==> src/rtl/lane_scr_pkg.sv <==
package lane_scr_pkg;
  localparam int unsigned CODE_W = 8;
  localparam logic [CODE_W-1:0] K_COM = 8'hBC;
  localparam logic [CODE_W-1:0] K_SKP = 8'h1C;

  typedef struct packed {
    logic k;
    logic os;
    logic cp;
  } lane_tag_t;
endpackage

==> src/rtl/lane_scr_lfsr.sv <==
module lane_scr_lfsr #(
  parameter int unsigned W     = 16,
  parameter logic [W-1:0] POLY = 16'h0039,
  parameter logic [W-1:0] SEED = 16'hFFFF,
  parameter int unsigned STEPS = 8
) (
  input  logic         clk,
  input  logic         rst,
  input  logic         adv,
  input  logic         reseed,
  output logic [W-1:0] state_q
);
  logic [W-1:0] state_nxt;

  function automatic logic [W-1:0] walk(input logic [W-1:0] s);
    logic [W-1:0] t;
    t = s;
    for (int n = 0; n < STEPS; n++) begin
      t = {t[W-2:0], 1'b0} ^ (t[W-1] ? POLY : '0);
    end
    return t;
  endfunction

  always_comb state_nxt = walk(state_q);

  always_ff @(posedge clk) begin
    if (rst) begin
      state_q <= SEED;
    end else if (reseed) begin
      state_q <= SEED;
    end else if (adv) begin
      state_q <= state_nxt;
    end
  end
endmodule

==> src/rtl/lane_scr_ctl.sv <==
module lane_scr_ctl
  import lane_scr_pkg::*;
#(
  parameter int unsigned SYM_W = 8
) (
  input  logic             in_valid,
  input  logic [SYM_W-1:0] sym0,
  input  logic             k0,
  output logic             reseed,
  output logic             adv
);
  logic is_com, is_skp;

  always_comb begin
    is_com = k0 && (sym0 == SYM_W'(K_COM));
    is_skp = k0 && (sym0 == SYM_W'(K_SKP));
    reseed = in_valid && is_com;
    adv    = in_valid && !is_skp;
  end
endmodule

==> src/rtl/lane_scr_lane.sv <==
module lane_scr_lane
  import lane_scr_pkg::*;
#(
  parameter int unsigned SYM_W = 8
) (
  input  logic             clk,
  input  logic             rst,
  input  logic             ld,
  input  logic             bypass,
  input  logic [SYM_W-1:0] key,
  input  logic [SYM_W-1:0] sym,
  input  lane_tag_t        tag,
  output logic [SYM_W-1:0] sym_q,
  output logic             k_q
);
  logic             mix;
  logic [SYM_W-1:0] sym_nxt;

  always_comb begin
    mix     = !bypass && !tag.k && !tag.os && !tag.cp;
    sym_nxt = mix ? (sym ^ key) : sym;
  end

  always_ff @(posedge clk) begin
    if (rst) begin
      sym_q <= '0;
      k_q   <= 1'b0;
    end else if (ld) begin
      sym_q <= sym_nxt;
      k_q   <= tag.k;
    end
  end
endmodule

==> src/rtl/lane_scrambler.sv <==
module lane_scrambler
  import lane_scr_pkg::*;
#(
  parameter int unsigned LANES  = 4,
  parameter int unsigned SYM_W  = 8,
  parameter int unsigned LFSR_W = 16,
  parameter logic [LFSR_W-1:0] POLY = 16'h0039,
  parameter logic [LFSR_W-1:0] SEED = 16'hFFFF,
  parameter int unsigned STEPS  = 8
) (
  input  logic                   clk,
  input  logic                   rst,
  input  logic                   in_valid,
  input  logic                   scr_off,
  input  logic [LANES*SYM_W-1:0] in_sym,
  input  logic [LANES-1:0]       in_k,
  input  logic [LANES-1:0]       in_os,
  input  logic [LANES-1:0]       in_cp,
  output logic                   out_valid,
  output logic [LANES*SYM_W-1:0] out_sym,
  output logic [LANES-1:0]       out_k
);
  localparam int unsigned BUS_W = LANES * SYM_W;

  logic [LFSR_W-1:0] lfsr_q;
  logic [SYM_W-1:0]  key;
  logic              reseed, adv;

  lane_scr_ctl #(.SYM_W(SYM_W)) u_ctl (
    .in_valid (in_valid),
    .sym0     (in_sym[SYM_W-1:0]),
    .k0       (in_k[0]),
    .reseed   (reseed),
    .adv      (adv)
  );

  lane_scr_lfsr #(.W(LFSR_W), .POLY(POLY), .SEED(SEED), .STEPS(STEPS)) u_lfsr (
    .clk     (clk),
    .rst     (rst),
    .adv     (adv),
    .reseed  (reseed),
    .state_q (lfsr_q)
  );

  assign key = lfsr_q[SYM_W-1:0];

  for (genvar g = 0; g < LANES; g++) begin : g_lane
    lane_tag_t tag;
    assign tag = '{k: in_k[g], os: in_os[g], cp: in_cp[g]};

    lane_scr_lane #(.SYM_W(SYM_W)) u_lane (
      .clk    (clk),
      .rst    (rst),
      .ld     (in_valid),
      .bypass (scr_off),
      .key    (key),
      .sym    (in_sym[g*SYM_W +: SYM_W]),
      .tag    (tag),
      .sym_q  (out_sym[g*SYM_W +: SYM_W]),
      .k_q    (out_k[g])
    );
  end

  always_ff @(posedge clk) begin
    if (rst) out_valid <= 1'b0;
    else     out_valid <= in_valid;
  end

  if (BUS_W < SYM_W) begin : g_bad_cfg
    initial $fatal(1, "lane_scrambler: bus narrower than one symbol");
  end
endmodule

==> config.mk <==
export PLATFORM = sky130hd
export DESIGN_NAME = lane_scrambler
export DESIGN_NICKNAME = d
export VERILOG_FILES = /design/src/rtl/lane_scr_pkg.sv /design/src/rtl/lane_scr_lfsr.sv /design/src/rtl/lane_scr_ctl.sv /design/src/rtl/lane_scr_lane.sv /design/src/rtl/lane_scrambler.sv
export SDC_FILE = /design/constraint.sdc
export NUM_CORES = 1
export LEC_CHECK = 0
export ABC_AREA = 0
export BUFFER_PORTS_ARGS = -buffer_cell sky130_fd_sc_hd__buf_2
export CAP_MARGIN = 15
export CORE_MARGIN = 3
export CORE_UTILIZATION = 46
export DETAILED_ROUTE_END_ITERATION = 12
export PLACE_DENSITY = 0.76
export RECOVER_POWER = 100
export SYNTH_ARGS = -nofsm -noshare
export SYNTH_HDL_FRONTEND = slang
export SYNTH_SLANG_ARGS = --single-unit
==> constraint.sdc <==
create_clock -name clk -period 1.4 [get_ports clk]
set_input_delay 0.07 -clock clk [delete_from_list [all_inputs] [get_ports clk]]
set_output_delay 0.07 -clock clk [all_outputs]
set_load 0.05 [all_outputs]
==> results by stage, run 1 <==
Outcome:
- The flow ran to the end, and the final reports show no timing, DRC or antenna violations.

Pwr:
- The total internal power is approximately 2.6 mW.
- The share of total power dissipated in combinational logic is 0.270.
- The net load switching power is 1.27 mW.
- Of the total power, the clock network draws 0.279.
- Of the total power, the share spent switching nets is 0.328.
- For this design the static power due to leakage is about 1.3 nW.
- The maximum VDD drop is 0.509 mV.
- Of the total power, registers draw 0.451.
- Power spread over the standard cell area amounts to roughly 1200 nW/um2.

Synthesis:
- In this run, synthesis produced a sequential element count of 53.
- The number of warnings reported in the yosys synthesis log is 0.
- The net count after synthesis is 342.
- The sequential area share after synthesis is 0.403.
- The netlist uses 31 different library cells.
- The mapped netlist covers between 2000 and 3000 um2.
- The average instance in the mapped netlist occupies a little under 9 um2.
- The prevailing post-synth register cell is dfxtp_1.
- Of all flip-flops after synthesis, the portion carrying an async set or reset was 0.
- Synthesis produced 294 cells.
- The number of enable flip-flop cells after synthesis is 0.

Routing:
- The number of nets with antenna violations after routing is 0.
- The first TritonRoute pass finished after 4 iterations.
- The number of vias after detailed routing is approximately 2500.
- After detailed routing, the number of vias per cell comes to 5.61.
- For this run, design rule violations remaining after detail routing come to 0.
- After the first detailed-routing iteration, the DRC count stood at roughly 150.
- The wire length per cell after detailed routing is about 16 um.
- The routed design has a little over 7000 um of wire.

CTS:
- The number of clock sinks is between 50 and 60.
- The clock tree from TritonCTS is built.
- The clock slew seen by the registers of the worst setup and hold paths is about 0.090 ns.
- The total CTS buffers is 5.
- The number of hold buffers added after CTS was 0.
- The clock passes through at most 2 buffers.
- The root buffer cell chosen for the clock tree is clkbuf_8.
- For the worst-skew pair, the clock arrives at the later sink with an insertion delay of 0.30 ns.
- After clock tree synthesis, the setup repair step added 0 buffers.
- The H-tree generated during clock tree synthesis spans 2 levels.
- The count of instances resized after the clock tree is built is 0.

Floorplan:
- The height of the chip is ~80 um.
- The initialized floorplan defines 26 standard-cell rows.
- The die covers ~6700 um2.
- The total core area is around 5300 um2.
- The floorplan step set the die width to a little over 80 um.
- Pin placement for this block handled 85 I/O pins.
- The initial core utilization is 0.496.

Hold path:
- In this run the worst hold path is classified as input pin to flop.

GRT:
- The wire length of the first global-routing pass is 11400 um.
- For this run, the total global-route usage over all layers was measured as 0.220.
- The total overflow reported by the global router is 0.
- The number of global-route vias before repair is around 2300.
- Entering global routing, the biggest net connects 74 pins.
- The initial antenna violation count is 0.

Timing:
- Setup slack closes at about 0.12 ns.
- The final clock period utilization by the worst path is 0.914.
- Setup repair after global routing left no endpoint under its margin.
- The final number of hold-violating endpoints is 0.
- The final number of max-transition violations is 0.
- The tightest hold margin is 0.0265 ns.
- Setup violations remaining at the end of the flow were counted as 0.
- Timing would allow up to around 0.8 GHz.
- The worst-margin pin slew is 0.797 ns.
- Clock skew on the completed layout was measured at between 0.008 and 0.009 ns.
- The worst path in the final design needs a cycle of between 1 and 1.5 ns, including I/O delays and setup.
- The remaining max-slew budget at the tightest pin is 0.469.

Cells and area:
- The count of antenna diodes in the layout is 0.
- Relative to the synthesized area, the layout overhead comes to 22.2%.
- The total number of nets in the final design is 428.
- Summing all multi-input logic gate instances after layout gives about 1400 um2.
- After filler insertion, the fill cell instance count of the layout stands at just over 500.
- Leaving out fill and tap cells, the most frequent cell in the layout is dfxtp_1.
- The area of all sequential standard cells is 1060 um2.
- The share of final-layout standard cells stronger than drive strength 1 is 0.207.
- At the end of the flow the core is filled with cells to 0.607.
- The library cells used most frequently in the layout, excluding fill and tap cells, are dfxtp_1, buf_2, clkbuf_1, nor2_1.

Worst setup path:
- The critical path in this run is classified as flop to flop.
- In this run the worst path has a maximum fanout of 9.
- STA classifies the critical path startpoint as a flop.
- The data arrival time of the critical path is about 1.5 ns.
- For the worst setup path, the data required time is roughly 1.6 ns.
- STA classifies the critical path endpoint as a flop.

Placement:
- The final weighted congestion of routability-driven global placement is around 0.85.
- The count of input and output buffers is 84.
- The wire-length estimate of the detail-placed layout is around 5000 um.
- The worst setup slack after placement is -0.131 ns.

Flow run:
- Across the run, the number of max-cap violations was 0.
## through the flow
step | instances | cell area [um2] | power [mW] | TNS (ns)
floorplan | 294 | 2630 | 2.52 | 0
global placement | 443 | 3160 | 2.82 | -1.94
detailed placement | 443 | 3160 | 2.84 | -2.76
CTS | 451 | 3280 | 3.91 | 0
global route | 451 | 3220 | 4.05 | 0
finish | 451 | 3220 | 3.87 | 0
## sequential cells by signal, summed over array words and instances (netlist names)
name	count
out_valid	1
u_lfsr.state_q	16
g_lane.u_lane.sym_q	32
g_lane.u_lane.k_q	4
## layout make-up
type / count / share of cell area
clock buffers: 7 / 0.0268
inverters: 12 / 0.0140
clock inverters: 1 / 0.00933
multi-input cells: 204 / 0.433
repair buffers: 104 / 0.160
well taps: 70 / 0.0272
flip-flops and latches: 53 / 0.330
## kinds of logic (layout without fill, tap and decap cells)
| kind of cell | count (synthesis) | after routing | synth area share |
|---|---|---|---|
| simple gates | 93 | 93 | 0.192 |
| flops | 53 | 53 | 0.403 |
| xor+xnor | 20 | 20 | 0.0779 |
| compound gates | 87 | 87 | 0.241 |
| buf+inv | 37 | 124 | 0.0699 |
| mux | 4 | 4 | 0.0152 |
## routing by layer
metal,track usage,up-vias,part of all wire,wire length (um)
met2,0.365,88,0.49,3460
li1,-,1273,-,-
met4,0.0664,0,0.012,85
met1,0.286,1161,0.42,2960
met5,0,-,0,0
met3,0.0482,7,0.084,597
## Yosys cell counts, types with 2 or more instances
cell,count,area share
a31oi_1,3,0.0071
buf_6,4,0.017
o32a_1,6,0.023
or4_4,4,0.017
nand2_1,6,0.0086
nor2b_1,3,0.0071
o21ai_0,32,0.061
xnor2_1,12,0.040
dfxtp_1,53,0.40
clkbuf_1,17,0.024
or3_1,32,0.076
o221ai_1,6,0.020
inv_1,12,0.017
o311ai_0,2,0.0067
xor2_1,6,0.020
buf_4,4,0.011
xor3_1,2,0.018
mux2i_1,4,0.015
nand4_1,4,0.0095
o211ai_1,4,0.011
a311oi_1,32,0.11
nor2_1,37,0.053
## power by group through the flow
stage	logic (mW)	clock network [mW]	registers [mW]
6_report	1.04	1.08	1.74
5_1_grt	1.14	1.15	1.76
4_1_cts	1.07	1.10	1.74
3_5_place_dp	1.06	0	1.77
3_3_place_gp	1.05	0	1.77
2_1_floorplan	0.522	0	2.00
## worst max-delay path, stage by stage (launching register included)
cell and delay, ns:
dfxtp_1 0.37, inv_2 0.11, or3_1 0.40, a311oi_1 0.31
## path summary, 6_finish.rpt
kind                                                 from                        end  slack, ns  cells past startpoint
worst max-delay path                    u_lfsr.state_q[4]  g_lane[2].u_lane.sym_q[4]       0.12                      3
worst min-delay path                              in_k[3]       g_lane[3].u_lane.k_q       0.03                      3
worst max register to register          u_lfsr.state_q[4]  g_lane[2].u_lane.sym_q[4]       0.12                      3
worst min register to register  g_lane[0].u_lane.sym_q[2]  g_lane[0].u_lane.sym_q[2]       0.48                      2
No activity file was read; power rests on OpenSTA's default activity.
==> inputs of run 2 (changes only) <==
SETUP_SLACK_MARGIN = 0.2   (was not set)
==> results by stage, run 2 (same netlist as run 1, synthesis figures left out) <==
GRT:
- The total overflow reported by the global router is 0.
- The number of global-route vias before repair is ~2400.
- Across every metal layer, demand over resource in global routing totals 0.216.
- The largest net degree at the start of global routing is 62.
- The wire length of the first global-routing pass is 11100 um.
- The initial antenna violation count is 0.

Cells and area:
- The signed area change from the synthesized netlist to the final layout is 27.9%.
- The final instance area is about 3400 um2.
- The largest registers in the layout are g_lane.u_lane.sym_q (32), u_lfsr.state_q (16), g_lane.u_lane.k_q (4).
- Leaving out fill and tap cells, the most frequent cell in the layout is dfxtp_1.
- The final cell count without fillers is roughly 460.
- The flip-flop count of the largest register, all copies and words added is 32.
- The layout has 465 filler cells.
- For this run, the post-layout net count is between 400 and 500.
- The register with the most flip-flops is g_lane.u_lane.sym_q.
- Of the cells placed in the final design, the portion with a size suffix greater than 1 is 0.281.
- 0 antenna diodes ended up in the layout.
- The library cells used most frequently in the layout, excluding fill and tap cells, are dfxtp_1, buf_2, clkbuf_1, nor2_1, o21ai_0.

Routing:
- For this block, the routed nets add up to around 7900 um of wire.
- The DRC marker count from the first detailed-route iteration is 152.
- The length of routed wiring on met1 is 3370 um.
- After detailed routing, the met3 layer carries 650 um of wire.
- Dividing the detail-routed wire length by the instance count gives 17.2 um.
- The detail route stage leaves a number of antenna-violating nets equal to 0.
- The average via count per standard cell is just under 6.
- The detailed router used layers up to and including met4.
- The total length of routed met2 wires is around 3700 um.
- For this run, design rule violations remaining after detail routing come to 0.
- The number of vias after detailed routing is 2736.
- The count of TritonRoute iterations in the first routing pass is 5.

CTS:
- The total number of H-tree levels is 2.
- The clock tree from TritonCTS is built.
- The clock insertion delay at the later pin of the skew report is 0.31 ns.
- Buffers inserted during clock tree synthesis total 5.
- The number of clock sinks is between 50 and 60.
- The buffer cell driving the clock tree root is clkbuf_8.
- The largest buffer count on any clock path is 2.
- After clock tree synthesis, the clock-pin slew on the worst setup and hold paths is about 0.10 ns.

Placement:
- The post-placement cell count is around 440.
- The count of input and output buffers is 84.
- The placed instances occupy a cell area of approximately 3200 um2.
- Before CTS, the worst setup slack after placement is -0.136 ns.
- Detailed placement ended at an HPWL of between 5000 and 6000 um.
- The final weighted congestion of routability-driven global placement is 0.827.

Hold path:
- In this run the most critical hold path is launched from in_k[3].
- In this run the worst hold path is classified as input pin to flop.
- For hold timing, the worst endpoint is g_lane[3].u_lane.k_q.
- Along the worst hold path, the cell count comes to 3.

Floorplan:
- The area of the die is about 6700 um2.
- The height of the chip is about 80 um.
- The number of ports placed on the die boundary is 85.
- The total core area is 5300 um2.
- After floorplanning, the core was divided into 26 placement rows.
- From left edge to right edge, the die measures between 80 and 90 um.
- For this configuration, the core starts out at a cell density of 0.496.

Pwr:
- The net load switching power is 1.35 mW.
- Of the total power, registers draw 0.470.
- The share of total power dissipated in the clock network is 0.230.
- The post-layout total power is between 3 and 4 mW.
- Dividing total power by cell area gives a power density of 1120 nW/um2.
- The maximum VDD drop is just over 0.5 mV.
- The total internal power is about 2.4 mW.
- Of the total power, the share spent switching nets is 0.359.
- The share of total power dissipated in combinational logic is 0.300.
- The reported leakage power is approximately 1.3 nW.

Timing:
- Setup slack closes at roughly 0.14 ns.
- The clock arrives with 0.00850 ns of skew.
- Setup repair after global routing could not meet its margin everywhere.
- The top achievable clock speed is roughly 0.79 GHz.
- Hold timing on the final database bottoms out at a slack of about 0.032 ns.
- The final number of hold-violating endpoints is 0.
- In the finished design, the share of the clock period the worst path needs comes to 0.902.
- The final number of max-transition violations is 0.
- Measured against its own limit, the worst slew margin works out to 0.402.
- Setup violations remaining at the end of the flow were counted as 0.
- The worst-margin pin slew is 0.898 ns.
- The routed design could run at a clock period as short as between 1 and 1.5 ns.

Worst setup path:
- The number of cells on the worst reg-to-reg path is 3.
- The endpoint identified for the worst register-to-register timing path is g_lane[1].u_lane.sym_q[7].
- In this run the critical register-to-register path is launched from u_lfsr.state_q[7].
- The slack of the worst reg-to-reg path is between 0.1 and 0.15 ns.
- The nature of the critical path startpoint is a flop.
- For the worst setup path, the data required time is approximately 1.6 ns.
- Along the worst path, the maximum fanout reaches 8.
- STA classifies the critical path endpoint as a flop.
- The data arrival time of the critical path is about 1.5 ns.
- The critical path class is flop to flop.

Outcome:
- The flow ran to the end, and the final reports show no timing, DRC or antenna violations.

Flow run:
- Across the run, the number of max-cap violations was 0.
[run 2: routing by layer]
layer,GRT usage,vias to the layer above
met5,0,-
met4,0.0714,0
met3,0.0417,17
met2,0.344,117
met1,0.294,1293
li1,-,1309
[run 2: critical path: stages, from the launching register on]
cell and delay [ns]:
dfxtp_1 0.37, inv_1 0.16, or3_1 0.41, a311oi_1 0.24
[run 2: power groups by stage]
stage | logic, mW | registers [mW] | clock network, mW
finish | 1.13 | 1.77 | 0.864
global route | 1.21 | 1.78 | 0.920
CTS | 1.08 | 1.75 | 0.867
detailed placement | 1.07 | 1.78 | 0
global placement | 1.05 | 1.77 | 0
floorplan | 0.530 | 2.00 | 0
[run 2: worst max path at each step]
stage	from	end	slack [ns]
after global placement	scr_off	g_lane[2].u_lane.sym_q[5]	-0.07
after floorplan	in_k[0]	g_lane[0].u_lane.sym_q[5]	0.04
after detailed placement	scr_off	g_lane[3].u_lane.sym_q[0]	-0.14
after global routing	u_lfsr.state_q[2]	g_lane[3].u_lane.sym_q[2]	0.08
final	u_lfsr.state_q[7]	g_lane[1].u_lane.sym_q[7]	0.14
after CTS	u_lfsr.state_q[0]	g_lane[3].u_lane.sym_q[0]	0.20
[run 2: area by class of cell]
class / instances / area [um2] / area share
clock buffer: 6 / 72.6 / 0.0215
clock inverter: 2 / 10.0 / 0.00297
inverter: 12 / 65.1 / 0.0193
multi-input combinational: 207 / 1500 / 0.444
sequential: 53 / 1070 / 0.318
tap: 70 / 87.6 / 0.0260
timing repair buffer: 111 / 568 / 0.169
[run 2: stage by stage]
stage / TNS (ns) / utilization
floorplan: 0 / -
global placement: -1.69 / 0.596
detailed placement: -2.65 / 0.596
CTS: 0 / 0.612
global route: 0 / 0.635
finish: 0 / 0.635
[run 2: timing repair]
| action | 4_1_cts | 5_1_grt |
|---|---|---|
| setup buffers | 0 | 6 |
| setup endpoints to repair | 31 | 35 |
| gates resized for setup | 11 | 36 |
| cloned | 0 | 3 |
| pin swaps | 2 | 16 |
| hold buffers | 0 | 0 |
| endpoints found under the hold margin | 0 | 0 |
==> inputs of run 3 (changes only) <==
CELL_PAD_IN_SITES_DETAIL_PLACEMENT = 1   (was not set)
CELL_PAD_IN_SITES_GLOBAL_PLACEMENT = 1   (was not set)
CORE_MARGIN = not set   (was 3)
CORE_UTILIZATION = 33   (was 46)
PLACE_DENSITY = not set   (was 0.76)
PLACE_DENSITY_LB_ADDON = 0.1   (was not set)
==> results by stage, run 3 (same netlist as run 1, synthesis figures left out) <==
Placement:
- The post-detailed-placement cell area is 3240 um2.
- At the end of routability-driven placement, the weighted congestion stood at just under 0.8.
- The total half-perimeter wirelength after legalization and detailed placement is 5650 um.
- The count of input and output buffers is between 80 and 90.

Pwr:
- After layout, the design draws a total of just under 4 mW.
- The reported leakage power is ~1.3 nW.
- The worst-case IR drop observed on VDD is about 0.46 mV.
- The power density over cell area is ~1100 nW/um2.

Cells and area:
- In the layout the commonest cells are dfxtp_1, clkbuf_1, buf_2, nor2_1, or3_1.
- The net count of the finished layout is 440.
- The largest registers in the layout are g_lane.u_lane.sym_q (32), u_lfsr.state_q (16), g_lane.u_lane.k_q (4).
- Summing all non-filler instances in the final layout gives an area of around 3500 um2.
- Relative to the synthesized area, the layout overhead comes to 31.8%.
- The filler cells instantiated in the layout total 949.
- The share of final-layout standard cells stronger than drive strength 1 is 0.283.
- The register with the most flip-flops is g_lane.u_lane.sym_q.
- The repair_antennas step left the layout with diodes totalling 0.
- The library cell used most frequently in the layout, excluding fill and tap cells, is dfxtp_1.
- The flip-flop count of the largest register, all copies and words added is 32.

CTS:
- The total number of H-tree levels is 2.
- The clock slew seen by the registers of the worst setup and hold paths is ~0.1 ns.
- For this design, the sink count on the clock tree is 53.
- The root buffer cell chosen for the clock tree is clkbuf_8.
- The largest buffer count on any clock path is 2.
- The later pin in the worst-skew pair is clocked with a latency of around 0.31 ns.
- The number of clock buffers added by TritonCTS is 5.
- The clock tree from TritonCTS is built.

Routing:
- The average via count per standard cell is about 5.5.
- For this block, the routed nets add up to 9310 um of wire.
- The first detailed-routing pass took 4 iterations.
- Once detail routing completed, the nets flagged for antenna violations numbered 0.
- The number of remaining DRC errors is 0.
- The DRC marker count from the first detailed-route iteration is about 100.
- The detailed router placed 2716 vias in this run.
- In the final routed layout, each cell accounts on average for between 15 and 20 um.

Floorplan:
- The area of the die is about 8300 um2.
- The total area inside the core boundary comes to about 7700 um2.
- For this configuration, the core starts out at a cell density of 0.341.
- The floorplan step set the die height to 91.3 um.
- The die is approximately 91 um wide.
- 85 I/O pins were placed.
- The floorplan has 32 rows.

Timing:
- The top achievable clock speed is approximately 0.81 GHz.
- The final clock period utilization by the worst path is 0.879.
- Setup repair after global routing could not meet its margin everywhere.
- The total negative setup slack is 0 ns.
- For the pin with the worst max-slew slack, the measured transition is 0.643 ns.
- The final number of max-transition violations is 0.
- The final number of hold-violating endpoints is 0.
- Hold timing on the final database bottoms out at a slack of around 0.045 ns.
- After layout, the minimum clock period comes to 1.23 ns.
- The setup violation total in the final timing report is 0.
- The final worst clock skew is between 0.005 and 0.006 ns.
- Headroom to the max-slew limit came out at 0.573.

Worst setup path:
- The worst register-to-register path begins at u_lfsr.state_q[1].
- Tracing the worst setup path back leads to its startpoint at g_lane[3].u_lane.sym_q[6].
- Traced cell by cell, the critical path runs through clkbuf_1.
- Counting both buffers and inverters, the worst setup path holds a total of 1.
- The largest individual stage delay along the critical path comes from the cell clkbuf_1.
- The nature of the critical path startpoint is a flop.
- STA classifies the critical path endpoint as a primary output.
- The kind of cell adding the most delay to the critical path is buffers and inverters.
- The worst register-to-register path has a depth of 3.
- The highest cell delay on the worst timing path is ~0.48 ns.
- In this run the worst path has a maximum fanout of 2.
- The slack of the worst reg-to-reg path is about 0.17 ns.
- The end of the worst register-to-register path is g_lane[0].u_lane.sym_q[1].
- At the worst endpoint, the arrival time is ~1.2 ns.
- Data on the critical path is required at its endpoint by 1.33 ns.
- The critical path is of the flop to primary output type.

Hold path:
- The path category of the worst min-delay check is input pin to flop.
- In this run the most critical hold path is launched from in_sym[18].
- The worst hold path was traced through 3 stages.
- The destination of the worst hold path is g_lane[2].u_lane.sym_q[2].

GRT:
- The initial antenna violation count is 0.
- The total overflow left after global routing is 0.
- The number of global-route vias before repair is 2628.
- The largest net degree at the start of global routing is 77.
- The wire length of the first global-routing pass is ~14000 um.
- In the global route stage, overall resource usage came out at 0.218.

Flow run:
- The count of maximum capacitance violations is 0.

Outcome:
- The run finished with clean final reports.
run 3: changes by cell type in the layout (fill, tap and decap cells not counted), moves of 3 or more:
cell,delta
buf_2,-6
o21ai_1,+4
buf_4,-3
buf_6,+3
dfxtp_1,-3
o21ai_0,-3
run 3: worst max path at each step:
stage	end	depth (start not counted)
floorplan	g_lane[0].u_lane.sym_q[5]	4
global placement	g_lane[3].u_lane.sym_q[7]	4
detailed placement	g_lane[3].u_lane.sym_q[4]	4
CTS	g_lane[2].u_lane.sym_q[0]	3
global route	g_lane[1].u_lane.sym_q[6]	3
finish	out_sym[30]	1
run 3: metrics by stage:
stage | cells | utilization | setup slack [ns]
final | 494 | 0.449 | 0.169
after detailed placement | 478 | 0.419 | -0.152
after floorplan | 294 | - | 0.0371
after global routing | 494 | 0.449 | 0.0872
after global placement | 478 | 0.419 | -0.0817
after CTS | 487 | 0.434 | 0.198
run 3: report_power, final:
part           total (mW)  internal, mW  switching, mW
clock network       0.920         0.393          0.527
registers            1.77          1.65          0.114
logic                1.17         0.428          0.743
run 3: repair_timing:
item                                    4_1_cts  5_1_grt
pin swaps                                     4       19
endpoints found under the setup margin       32       37
gates resized for setup                      14       52
hold buffers                                  0        0
setup buffers                                 0        5
cloned                                        2        2
run 3: cell type report:
type | count | area (um2) | share of cell area
clock buffer | 6 | 82.6 | 0.0238
clock inverter | 1 | 7.51 | 0.00216
inverter | 12 | 65.1 | 0.0188
timing repair buffer | 112 | 611 | 0.176
sequential | 53 | 1080 | 0.311
tap | 102 | 128 | 0.0368
multi-input combinational | 208 | 1500 | 0.432
run 3: metal layers:
layer / routed length [um] / global-route usage
met4: 59 / 0.0397
met1: 4490 / 0.285
met2: 4320 / 0.378
met3: 437 / 0.0377
met5: 0 / 0
